[src/rtl/sb4_pkg.sv]
// Shared constants for the burst-of-four double-rate SRAM master.
// Assumes a fixed burst length of four words, two per memory cycle.
package sb4_pkg;
    localparam int BEATS      = 4;             // words per burst
    localparam int CMD_CYC    = BEATS / 2;     // memory cycles a burst holds the bus
    localparam int MIN_GAP    = CMD_CYC - 1;   // skipped issue slots between commands
    localparam int TURN_GAP   = CMD_CYC;       // skipped slots for write after read
    localparam int WR_LEAD    = 2;             // beats from command to first write word
    localparam int RD_LEAD    = 3;             // beats from command to first read word
    localparam int RD_PIPE    = RD_LEAD + BEATS;

    typedef enum logic {DIR_WRITE = 1'b0, DIR_READ = 1'b1} dir_e;
endpackage

[src/rtl/sb4_sched.sv]
// Issue scheduler: generates the half-cycle phase and decides when a host
// request may be accepted. Assumes requests are taken only at the end of a
// memory cycle and that a burst occupies CMD_CYC cycles of data bus time.
// req_ready looks at req_read so that a write after a read waits one more slot.
module sb4_sched
    import sb4_pkg::*;
(
    input  logic clk2x,
    input  logic rst_n,
    input  logic req_valid,
    input  logic req_read,
    output logic req_ready,
    output logic accept,
    output logic kphase
);
    localparam int SW = $clog2(TURN_GAP + 2);
    localparam logic [SW-1:0] SAT = SW'(TURN_GAP + 1);

    logic          ph;
    logic [SW-1:0] since;
    dir_e          last_dir;
    logic [SW-1:0] need;

    // Required idle slots depend on the direction change.
    always_comb begin
        if (last_dir == DIR_READ && !req_read)
            need = SW'(TURN_GAP);
        else
            need = SW'(MIN_GAP);
    end

    assign req_ready = ph && (since >= need);
    assign accept    = req_valid && req_ready;
    assign kphase    = ph;

    // Phase toggle, slot counter and last direction.
    always_ff @(posedge clk2x) begin
        if (!rst_n) begin
            ph       <= 1'b0;
            since    <= SAT;
            last_dir <= DIR_WRITE;
        end else begin
            ph <= ~ph;
            if (accept) begin
                since    <= '0;
                last_dir <= req_read ? DIR_READ : DIR_WRITE;
            end else if (ph && since != SAT) begin
                since <= since + 1'b1;
            end
        end
    end
endmodule

[src/rtl/sb4_cmd.sv]
// Command driver: holds the load strobe, direction and address on the memory
// pins for the two beats of the memory cycle that follows an accepted request.
// Assumes accept only arrives at the end of a second-half beat.
module sb4_cmd #(
    parameter int AW = 18
) (
    input  logic          clk2x,
    input  logic          rst_n,
    input  logic          accept,
    input  logic          acc_read,
    input  logic [AW-1:0] acc_addr,
    input  logic          kphase,
    output logic          load_n,
    output logic          rw_n,
    output logic [AW-1:0] addr
);
    // Launch on accept, release at the end of the command cycle.
    always_ff @(posedge clk2x) begin
        if (!rst_n) begin
            load_n <= 1'b1;
            rw_n   <= 1'b1;
            addr   <= '0;
        end else if (accept) begin
            load_n <= 1'b0;
            rw_n   <= acc_read;
            addr   <= acc_addr;
        end else if (kphase) begin
            load_n <= 1'b1;
            rw_n   <= 1'b1;
        end
    end
endmodule

[src/rtl/sb4_wr_ser.sv]
// Write serializer: keeps the four write words of the newest write and, WR_LEAD
// beats after the command starts, drives them one per beat with the bus enable
// high. Assumes writes are at least BEATS beats apart, so the copy taken at
// launch frees the holding buffer for the next write.
module sb4_wr_ser
    import sb4_pkg::*;
#(
    parameter int DW = 16
) (
    input  logic                clk2x,
    input  logic                rst_n,
    input  logic                wr_acc,
    input  logic [BEATS*DW-1:0] wr_data,
    output logic [DW-1:0]       dq_out,
    output logic                dq_oe
);
    localparam int IW = $clog2(BEATS);

    logic [DW-1:0]      hold [BEATS];
    logic [DW-1:0]      shr  [BEATS];
    logic [WR_LEAD-1:0] lead;
    logic [IW-1:0]      nxt;
    logic               busy;
    logic               launch;

    assign launch = lead[WR_LEAD-1];

    // Delay line marking when the first write word is due.
    always_ff @(posedge clk2x) begin
        if (!rst_n) lead <= '0;
        else        lead <= {lead[WR_LEAD-2:0], wr_acc};
    end

    genvar gi;
    generate
        for (gi = 0; gi < BEATS; gi++) begin : g_word
            // Capture word gi of the accepted write.
            always_ff @(posedge clk2x) begin
                if (!rst_n)      hold[gi] <= '0;
                else if (wr_acc) hold[gi] <= wr_data[gi*DW +: DW];
            end
            // Working copy taken at launch.
            always_ff @(posedge clk2x) begin
                if (!rst_n)      shr[gi] <= '0;
                else if (launch) shr[gi] <= hold[gi];
            end
        end
    endgenerate

    // Beat-by-beat output of the four words.
    always_ff @(posedge clk2x) begin
        if (!rst_n) begin
            dq_out <= '0;
            dq_oe  <= 1'b0;
            nxt    <= '0;
            busy   <= 1'b0;
        end else if (launch) begin
            dq_out <= hold[0];
            dq_oe  <= 1'b1;
            nxt    <= IW'(1);
            busy   <= 1'b1;
        end else if (busy) begin
            dq_out <= shr[nxt];
            dq_oe  <= 1'b1;
            nxt    <= nxt + 1'b1;
            busy   <= (nxt != IW'(BEATS - 1));
        end else begin
            dq_out <= '0;
            dq_oe  <= 1'b0;
        end
    end
endmodule

[src/rtl/sb4_rd_deser.sv]
// Read collector: samples the data bus at the end of beats RD_LEAD to
// RD_LEAD+3 after a read command starts and presents all four words with a
// one-beat valid. Assumes reads are at least BEATS beats apart; the collection
// registers and the output register are separate, so successive reads do not
// disturb a finished result.
module sb4_rd_deser
    import sb4_pkg::*;
#(
    parameter int DW = 16
) (
    input  logic                clk2x,
    input  logic                rst_n,
    input  logic                rd_acc,
    input  logic [DW-1:0]       dq_in,
    output logic                rsp_valid,
    output logic [BEATS*DW-1:0] rsp_rdata
);
    logic [RD_PIPE-1:0] pipe;
    logic [DW-1:0]      col [BEATS-1];
    logic               last;

    assign last = pipe[RD_LEAD + BEATS - 1];

    // Delay line tracking the position of each outstanding read.
    always_ff @(posedge clk2x) begin
        if (!rst_n) pipe <= '0;
        else        pipe <= {pipe[RD_PIPE-2:0], rd_acc};
    end

    genvar gi;
    generate
        for (gi = 0; gi < BEATS - 1; gi++) begin : g_col
            // Sample word gi at the end of its beat.
            always_ff @(posedge clk2x) begin
                if (!rst_n)                 col[gi] <= '0;
                else if (pipe[RD_LEAD + gi]) col[gi] <= dq_in;
            end
        end
    endgenerate

    // Assemble the burst and pulse valid with the last word.
    always_ff @(posedge clk2x) begin
        if (!rst_n) begin
            rsp_valid <= 1'b0;
            rsp_rdata <= '0;
        end else begin
            rsp_valid <= last;
            if (last) begin
                for (int i = 0; i < BEATS - 1; i++)
                    rsp_rdata[i*DW +: DW] <= col[i];
                rsp_rdata[(BEATS-1)*DW +: DW] <= dq_in;
            end
        end
    end
endmodule

[src/rtl/sram_b4_master.sv]
// Top of the burst-of-four double-rate SRAM master. Accepts host requests,
// drives the memory command for one memory cycle, and sends or collects four
// data words on half-cycle beats. Assumes clk2x runs at twice the memory clock
// and that the pad logic turns beats into the two memory clock phases.
module sram_b4_master
    import sb4_pkg::*;
#(
    parameter int AW = 18,
    parameter int DW = 16
) (
    input  logic                clk2x,
    input  logic                rst_n,
    input  logic                req_valid,
    output logic                req_ready,
    input  logic                req_read,
    input  logic [AW-1:0]       req_addr,
    input  logic [BEATS*DW-1:0] req_wdata,
    output logic                rsp_valid,
    output logic [BEATS*DW-1:0] rsp_rdata,
    output logic                mem_kphase,
    output logic                mem_load_n,
    output logic                mem_rw_n,
    output logic [AW-1:0]       mem_addr,
    output logic [DW-1:0]       mem_dq_out,
    output logic                mem_dq_oe,
    input  logic [DW-1:0]       mem_dq_in
);
    logic accept;
    logic acc_wr;
    logic acc_rd;

    assign acc_wr = accept && !req_read;
    assign acc_rd = accept && req_read;

    sb4_sched u_sched (
        .clk2x     (clk2x),
        .rst_n     (rst_n),
        .req_valid (req_valid),
        .req_read  (req_read),
        .req_ready (req_ready),
        .accept    (accept),
        .kphase    (mem_kphase)
    );

    sb4_cmd #(.AW(AW)) u_cmd (
        .clk2x    (clk2x),
        .rst_n    (rst_n),
        .accept   (accept),
        .acc_read (req_read),
        .acc_addr (req_addr),
        .kphase   (mem_kphase),
        .load_n   (mem_load_n),
        .rw_n     (mem_rw_n),
        .addr     (mem_addr)
    );

    sb4_wr_ser #(.DW(DW)) u_wr (
        .clk2x   (clk2x),
        .rst_n   (rst_n),
        .wr_acc  (acc_wr),
        .wr_data (req_wdata),
        .dq_out  (mem_dq_out),
        .dq_oe   (mem_dq_oe)
    );

    sb4_rd_deser #(.DW(DW)) u_rd (
        .clk2x     (clk2x),
        .rst_n     (rst_n),
        .rd_acc    (acc_rd),
        .dq_in     (mem_dq_in),
        .rsp_valid (rsp_valid),
        .rsp_rdata (rsp_rdata)
    );
endmodule

[config.mk]
export PLATFORM = sky130hd
export DESIGN_NAME = sram_b4_master
export DESIGN_NICKNAME = d
export VERILOG_FILES = /design/src/rtl/sb4_pkg.sv /design/src/rtl/sb4_sched.sv /design/src/rtl/sb4_cmd.sv /design/src/rtl/sb4_wr_ser.sv /design/src/rtl/sb4_rd_deser.sv /design/src/rtl/sram_b4_master.sv
export SDC_FILE = /design/constraint.sdc
export NUM_CORES = 1
export LEC_CHECK = 0
export BUFFER_PORTS_ARGS = -buffer_cell sky130_fd_sc_hd__buf_2
export CAP_MARGIN = 30
export CORE_MARGIN = 4
export CORE_UTILIZATION = 45
export DETAILED_ROUTE_END_ITERATION = 7
export GPL_ROUTABILITY_DRIVEN = 1
export PLACE_DENSITY = 0.67
export REMOVE_ABC_BUFFERS = 1
export SKIP_CTS_REPAIR_TIMING = 1
export SYNTH_ARGS = -nofsm -noshare
export SYNTH_HDL_FRONTEND = slang
export SYNTH_SLANG_ARGS = --single-unit
[constraint.sdc]
create_clock -name clk2x -period 17.69 [get_ports clk2x]
set_clock_uncertainty 0.15 [all_clocks]
set_input_delay 1.769 -clock clk2x [delete_from_list [all_inputs] [get_ports clk2x]]
set_output_delay 1.769 -clock clk2x [all_outputs]
set_load 0.03 [all_outputs]
=== Yosys cells after proc, flatten, opt, wreduce, memory -nomap -nowiden ===
Memories as Yosys holds them, arrays and structs flattened. A register that Yosys moved wholly into a read port is not among the register bits.
Index checks and enable logic that the tools add are counted.
W data, S select, Z words.

* Add/sub/neg operators: 2
* Order comparisons: 1
* Equality and inequality tests: 2
* Mux-type cells: 42
* Bitwise gates (word level): 13
* Reductions and logical operators: 14

{| class="wikitable"
|+ Operators by type and width
! kind !! number
|-
| $mux W16 || 13
|-
| $mux W1 || 26
|-
| $or A1 B1 Y1 || 11
|-
| $logic_and A1 B1 Y1 || 6
|-
| $mux W2 || 3
|-
| $reduce_bool A2 Y1 || 3
|-
| $add A2 B1 Y2 const B || 2
|-
| $logic_not A1 Y1 || 4
|-
| $ne A2 B2 Y1 const B || 2
|-
| $ge A2 B2 Y1 || 1
|-
| $not A1 Y1 || 2
|-
| $reduce_or A2 Y1 || 1
|}

* Register bits after elaboration: 118
* Bits in writable memories: 176
* Input bits: 102
* Output and inout bits: 104
* Memories: 3

{| class="wikitable"
|+ Memory list
! name !! depth !! width !! read ports !! clocked after memory_dff !! wr ports !! RTL line !! RTL
|-
| u_wr.hold || 4 || 16 || 4 || 0 || 4 || sb4_wr_ser.sv:19 || <nowiki>logic [DW-1:0] hold [BEATS];</nowiki>
|-
| u_wr.shr || 4 || 16 || 1 || 0 || 4 || sb4_wr_ser.sv:20 || <nowiki>logic [DW-1:0] shr [BEATS];</nowiki>
|-
| u_rd.col || 3 || 16 || 3 || 3 || 3 || sb4_rd_deser.sv:19 || <nowiki>logic [DW-1:0] col [BEATS-1];</nowiki>
|}

=== Depth between registers and ports, before layout ===
Gate-level depths: netlist (run 1).

* Depth in word-level cells: 11
* Depth in mapped cells: 7
* Depth with buffers taken out: 5

=== Hierarchy ===
From an unflattened synthesis (run 1), not the netlist that was laid out.

* Cells, all modules: 828
* Area total of the unflattened synthesis: 11,493.5 µm²

{| class="wikitable"
|+ Modules (own cells, without submodules)
! module !! instances !! cells each !! area an instance (µm²) !! sequential area each (µm²)
|-
| sb4_wr_ser || 1 || 409 || 6,064.6 || 4,284.1
|-
| sb4_rd_deser || 1 || 330 || 4,435.5 || 2,882.8
|-
| sb4_cmd || 1 || 65 || 748.2 || 400.4
|-
| sb4_sched || 1 || 22 || 229.0 || 80.1
|-
| sram_b4_master || 1 || 2 || 16.3 || 0.0
|}

=== Worst setup path after synthesis (run 1) ===
Ideal clock, no wire load.

* Path kind: input-to-reg
* From: in req_read
* To: mem u_wr.hold[0][0] (enable)
* Library setup time: 0.661 ns
* Arrival time: 8.836 ns
* Data required time: 16.879 ns
* Path slack: 8.043 ns
* Stages on the path: 4
* Path buffers: 0
* Path through: nand2b_1 > ha_1 > nor3b_4 > o41ai_1

{| class="wikitable"
|+ RTL lines
! element !! RTL line !! RTL
|-
| start: declaration || sram_b4_master.sv:15 || <nowiki>input logic req_read,</nowiki>
|-
| end: declaration || sb4_wr_ser.sv:19 ||
|}

=== Worst setup path in the final report (run 1) ===
* From: in req_read
* To: out req_ready

* Word-level cells in the longest chain between the ends: 5

{| class="wikitable"
|+ RTL lines
! element !! RTL line !! RTL
|-
| $logic_not A1 Y1 || sb4_sched.sv:26 || <nowiki>if (last_dir == DIR_READ && !req_read)</nowiki>
|-
| $logic_and A1 B1 Y1 || sb4_sched.sv:26 ||
|-
| $mux W2 || sb4_sched.sv:26 ||
|-
| $ge A2 B2 Y1 || sb4_sched.sv:32 || <nowiki>assign req_ready = ph && (since >= need);</nowiki>
|-
| $logic_and A1 B1 Y1 || sb4_sched.sv:32 ||
|-
| end: declaration || sram_b4_master.sv:14 || <nowiki>output logic req_ready,</nowiki>
|}

Every way passes these cells.

==> flow_summary.toml, run 1 <==
[outcome]
status = "finished clean"

[logic_synthesis]
synthCells = 790
synthMuxAreaShare_pct = 11.0
syn_area_um2 = 11300
synth_compound_area_share_pct = 1.60
yosys_warnings = 0
avgSynthCellArea_um2 = 14.3
synth_top_family_by_area = "simple AND/OR/NAND/NOR gates"
synth_fa_ha_area_share_pct = 0.444
ys_seq_area_share_pct = 67.9
synth_simple_gate_area_share_pct = 16.2
yosys_register_bits = 294
ys_types = 32
synthXorXnorAreaFrac_pct = 0.155

[final_layout]
seq_area_um2 = 7650
fillers = 2032
drive_gt1_share_pct = 27.8
multi_input_area_um2 = 3330
final_cell_mix = "204 x buf_2, 176 x edfxtp_1, 116 x dfxtp_1"
area_growth_pct = 20.5
antenna_cells = 0
nets = 1085
final_common_cell = "buf_2"
fin_area_um2 = 13600

[cts]
cts_sinks = 294
cts_buffer_depth = 3
cts_tree = "built"
cts_buffers = 30
clk_latency_ns = 0.53
path_clk_slew_ns = 0.06
h-tree-depth = 1
cts_root_buf = "clkbuf_16"

[die]
die_w_um = 166
core_um2 = 24500
die_area_um2 = 27600
die_h_um = 166
ios = 206
num_rows = 57
start_util_pct = 46.1

[critical_path]
path_common_cell = "buf_2"
path_buf_inv = 2
worstPathRequired_ns = 15.77
crit_chain = "buf_2, nand2b_1, ha_1, nor3b_4, nor2_1, buf_2"
critPathMaxFanout = 5
cp_slowest_cell = "nor3b_4"
crit_path_start_kind = "input port"
criticalPathCategory = "input port to output pin"
setup.worst_path.start = "req_read"
path_delay_family = "simple AND/OR/NAND/NOR gates"
max_stage_delay_ns = 0.40
critPathArrivalTime_ns = 3.04
r2r_start = "u_sched.since[0]"
cp-end-kind = "output pin"

[global_route]
grt_pass1_vias = 6477
grt-ovfl-total = 0
grt_usage_pct = 15.5
grt_pass1_wl_mm = 35.4
grt_max_degree = 167
antenna_found_initial = 2

[pwr]
p_per_area_nw_per_um2 = 107
ir_drop_mv = 0.0789
p_leak_uw = 0.00588

[detailed_routing]
wirelength_mm = 21.9
first_pass_iters = 4
antenna_left = 0
drt-vias-per-instance = 4.87
route.detailed.drc = 0
drt-wirelength-per-cell_um = 16.5
drt_iter0_drc = 406
vias = 6461

[sta]
period_needed_ns = 4.96
hold_ws_ns = 0.280
tns_ns = 0
drv_slew = 0
period_share_pct = 28.0
worst_pin_slew_ns = 0.973
report.final.hold_viol_count = 0
rsz0062_at_grt = "no"
setup-violations-final = 0
slew_headroom_pct = 35.1
setup_ws_ns = 12.73
clock.fmax_mhz = 202

[placed_design]
placed_cell_area_um2 = 12500
port-buffer-count = 205
dp_hpwl_mm = 13.2
gp_congestion = 0.714
dp_slack_ns = 12.73

[job]
drv_cap = 0

[worst_hold_path]
hold_start = "u_rd.pipe[2]"
hold_class = "register to register"
## cell usage after synthesis, drive strengths merged
library cell  count  area, um2
dfxtp           118       2360
nor2b            66        413
nor2              5       18.8
nand2b            6       37.5
xnor2             1       8.76
nand2            39        146
o21a              2       15.0
o41ai             1       8.76
mux4             16        387
mux2i            85        851
clkbuf           32        120
and3            112        701
o21ai             4       23.8
ha                4       50.1
edfxtp          176       5290
and2             72        450
buf              25        183
a21oi             1       5.00
a21o             16        120
a21boi            1       7.51
xor2              1       8.76
nor4              2       27.5
nor3b             1       18.8
inv               3       11.3
nor3              1       10.0
## worst paths after layout
kind	slack, ns	depth (start not counted)	endpoint
setup / recovery	12.73	6	req_ready
hold / removal	0.28	1	u_rd.pipe[3]
setup reg to reg	15.26	5	u_wr.hold[0][1]
hold reg to reg	0.28	1	u_rd.pipe[3]
## power breakdown
| part | internal (uW) | switching, uW |
|---|---|---|
| Sequential | 747 | 6.75 |
| Clock | 384 | 254 |
| Combinational | 24.5 | 39.0 |
## final cells by class
cell class / count / area share (%)
Clock inverter: 16 / 1.19
Timing Repair Buffer: 214 / 8.54
Tap cell: 324 / 2.99
Multi-Input combinational cell: 436 / 24.5
Clock buffer: 40 / 6.33
Sequential cell: 294 / 56.4
Inverter: 3 / 0.0829
## stage by stage
step / std cells / util (%) / power [uW]
4_1_cts: 1326 / 55.4 / 1470
6_report: 1327 / 55.5 / 1460
5_1_grt: 1327 / 55.5 / 1510
3_5_place_dp: 1270 / 51.3 / 833
3_3_place_gp: 1267 / 51.0 / 831
2_1_floorplan: 733 / - / 801
## cell families after synthesis
logic type | after synthesis
AOI/OAI and AO/OA | 25
xor gates and xnor gates | 2
adders and majority gates | 4
buffers and inverters | 60
DFF | 294
muxes | 101
and+or+nand+nor | 304
## state kept, by name (all words and copies together), names as in the netlist, 2 cells and up
register / cells
u_sched.since: 2
u_wr.hold: 64
u_cmd.addr: 18
u_rd.col: 48
u_wr.dq_out: 16
u_wr.lead: 2
u_rd.pipe: 7
u_rd.rsp_rdata: 64
u_wr.nxt: 2
u_wr.shr: 64
## layer usage
| layer | GRT usage (%) | vias up | wire length, um |
|---|---|---|---|
| li1 | - | 3201 | - |
| met1 | 21.2 | 3048 | 9790 |
| met2 | 25.1 | 166 | 10200 |
| met3 | 3.40 | 42 | 1330 |
| met4 | 4.59 | 4 | 584 |
| met5 | 0 | - | 23 |
(Power assumes the default switching activity.)
==> inputs of run 2 (changes only) <==
--- a/config.mk
+++ b/config.mk
@@ -11,7 +11,7 @@
 export CORE_UTILIZATION = 45
 export DETAILED_ROUTE_END_ITERATION = 7
 export GPL_ROUTABILITY_DRIVEN = 1
-export PLACE_DENSITY = 0.67
+export PLACE_DENSITY = 0.69
 export REMOVE_ABC_BUFFERS = 1
 export SKIP_CTS_REPAIR_TIMING = 1
 export SYNTH_ARGS = -nofsm -noshare
==> constraint.sdc (replaced) <==
create_clock -name clk2x -period 4.2 [get_ports clk2x]
set_clock_uncertainty 0.15 [all_clocks]
set_input_delay 0.42 -clock clk2x [delete_from_list [all_inputs] [get_ports clk2x]]
set_output_delay 0.42 -clock clk2x [all_outputs]
set_load 0.03 [all_outputs]
==> run 2 against run 1 <==
Effect of this change: the run now ends with negative hold slack left; die area did not move; wire length up 1.4%; count of clock-buffer cells in the layout rose by 1; sequential power grew to 4.2 times the previous value; core utilization increased by 0.56 points; worst setup slack worse by 11 ns; first-iteration DRC count grew 2.7%; non-clock buffer count is 21 higher; cell count grew 1.6%; design area up 1.0%; via count is 1.5% higher; combinational power rose to 4.4 times the previous value.
==> flow_summary.toml, run 2 (synthesis gave the netlist of run 1 again) <==
[worst_hold_path]
hold_class = "input port to register"

[die]
die_w_um = 166
start_util_pct = 46.1
num_rows = 57
die_area_um2 = 27600
die_h_um = 166
ios = 206
core_um2 = 24500

[placed_design]
gp_congestion = 0.733
port-buffer-count = 205
dp_hpwl_mm = 13.6

[global_route]
grt_usage_pct = 15.4
grt-ovfl-total = 0
grt_pass1_wl_mm = 35.5
grt_max_degree = 74
antenna_found_initial = 0
grt_pass1_vias = 6574

[sta]
worst_pin_slew_ns = 0.933
drv_slew = 0
setup-violations-final = 0
report.final.hold_viol_count = 1
tns_ns = 0
clock.fmax_mhz = 392
hold_ws_ns = -0.0130
period_needed_ns = 2.55
rsz0062_at_grt = "no"
slew_headroom_pct = 37.8
period_share_pct = 60.8

[cts]
cts_sinks = 294
cts_buffer_depth = 3
cts_root_buf = "clkbuf_16"
clk_latency_ns = 0.53
cts_tree = "built"
cts_buffers = 30
path_clk_slew_ns = 0.06
h-tree-depth = 1

[detailed_routing]
wl_met1_mm = 9.68
wl_met3_mm = 1.07
drt-vias-per-instance = 4.87
top_layer_used = "met4"
met2_length_mm = 11.1
antenna_left = 0
route.detailed.drc = 0
drt_iter0_drc = 417
wirelength_mm = 22.2
first_pass_iters = 4
drt-wirelength-per-cell_um = 16.5
vias = 6561

[final_layout]
area_growth_pct = 21.7
fillers = 2000
drive_gt1_share_pct = 27.3
nets = 1106
final_common_cell = "buf_2"
seq_area_um2 = 7650
antenna_cells = 0
final_cell_mix = "204 x buf_2, 176 x edfxtp_1, 116 x dfxtp_1"
multi_input_area_um2 = 3320
reg.largest.list = "u_rd.rsp_rdata: 64 flops, u_wr.hold: 64 flops, u_wr.shr: 64 flops"

[outcome]
status = "complete, but fails checks"
violations = "negative hold slack"

[critical_path]
rrSetupSlack_ns = 1.76
reg2regPathDepth = 5
critPathArrivalTime_ns = 1.98
critPathCapture = "req_ready"
criticalPathCategory = "register to output pin"
critPathMaxFanout = 5
crit_path_start_kind = "register"
r2r_end = "u_wr.hold[0][5]"
worstPathRequired_ns = 3.63
cp-end-kind = "output pin"
r2r_start = "u_sched.last_dir"
setup.worst_path.start = "u_sched.since[0]"

[pwr]
p_leak_uw = 0.00594
ir_drop_mv = 0.280
p_per_area_nw_per_um2 = 442
power_uw = 6060

[job]
drv_cap = 0
## run 2: cell type report
| cell class | count | share of cell area (%) |
|---|---|---|
| clock inverters | 15 | 0.985 |
| well taps | 324 | 2.96 |
| inverters | 3 | 0.0821 |
| flip-flops and latches | 294 | 55.8 |
| clock buffers | 41 | 6.22 |
| repair buffers | 235 | 9.72 |
| multi-input cells | 436 | 24.2 |
## run 2: per-stage QoR
stage	instances	worst slack, ns	instance area [um2]	utilization, %	hold WS, ns
2_1_floorplan	733	-4.10	11000	-	0.262
4_1_cts	1329	1.62	13500	55.3	-0.0393
6_report	1348	1.65	13700	56.1	-0.0130
3_5_place_dp	1273	1.50	12500	51.2	0.268
5_1_grt	1348	1.54	13700	56.1	0.000477
3_3_place_gp	1271	1.57	12500	51.1	0.263
## run 2: power breakdown
part | internal [uW] | leakage [uW] | switching [uW]
Clock | 1550 | 0.000487 | 1060
Combinational | 113 | 0.00268 | 165
Sequential | 3150 | 0.00278 | 30.6
Total | 4800 | 0.00594 | 1260
## run 2: worst max-delay path, cell delays in order, from the launching register on
cell and delay, ns:
dfxtp_1 0.37, inv_1 0.06, ha_1 0.33, nor3b_4 0.41, nor2_1 0.09, buf_2 0.19
## run 2: metal layers
| metal | GRT usage [%] | vias to the layer above |
|---|---|---|
| li1 | - | 3244 |
| met1 | 20.4 | 3135 |
| met2 | 27.0 | 152 |
| met3 | 2.64 | 30 |
| met4 | 3.24 | 0 |
| met5 | 0 | - |
## run 2: how the worst min path moves through the flow
stage / startpoint / to / slack [ns] / cells past startpoint
2_1_floorplan: u_rd.pipe[0] / u_rd.pipe[1] / 0.26 / 1
3_3_place_gp: u_wr.lead[0] / u_wr.lead[1] / 0.26 / 1
3_5_place_dp: u_rd.pipe[2] / u_rd.pipe[3] / 0.27 / 1
4_1_cts: req_addr[5] / u_cmd.addr[5] / -0.04 / 3
5_1_grt: req_wdata[53] / u_wr.hold[1][21] / 0.0005 / 2
6_report: req_addr[1] / u_cmd.addr[1] / -0.01 / 3
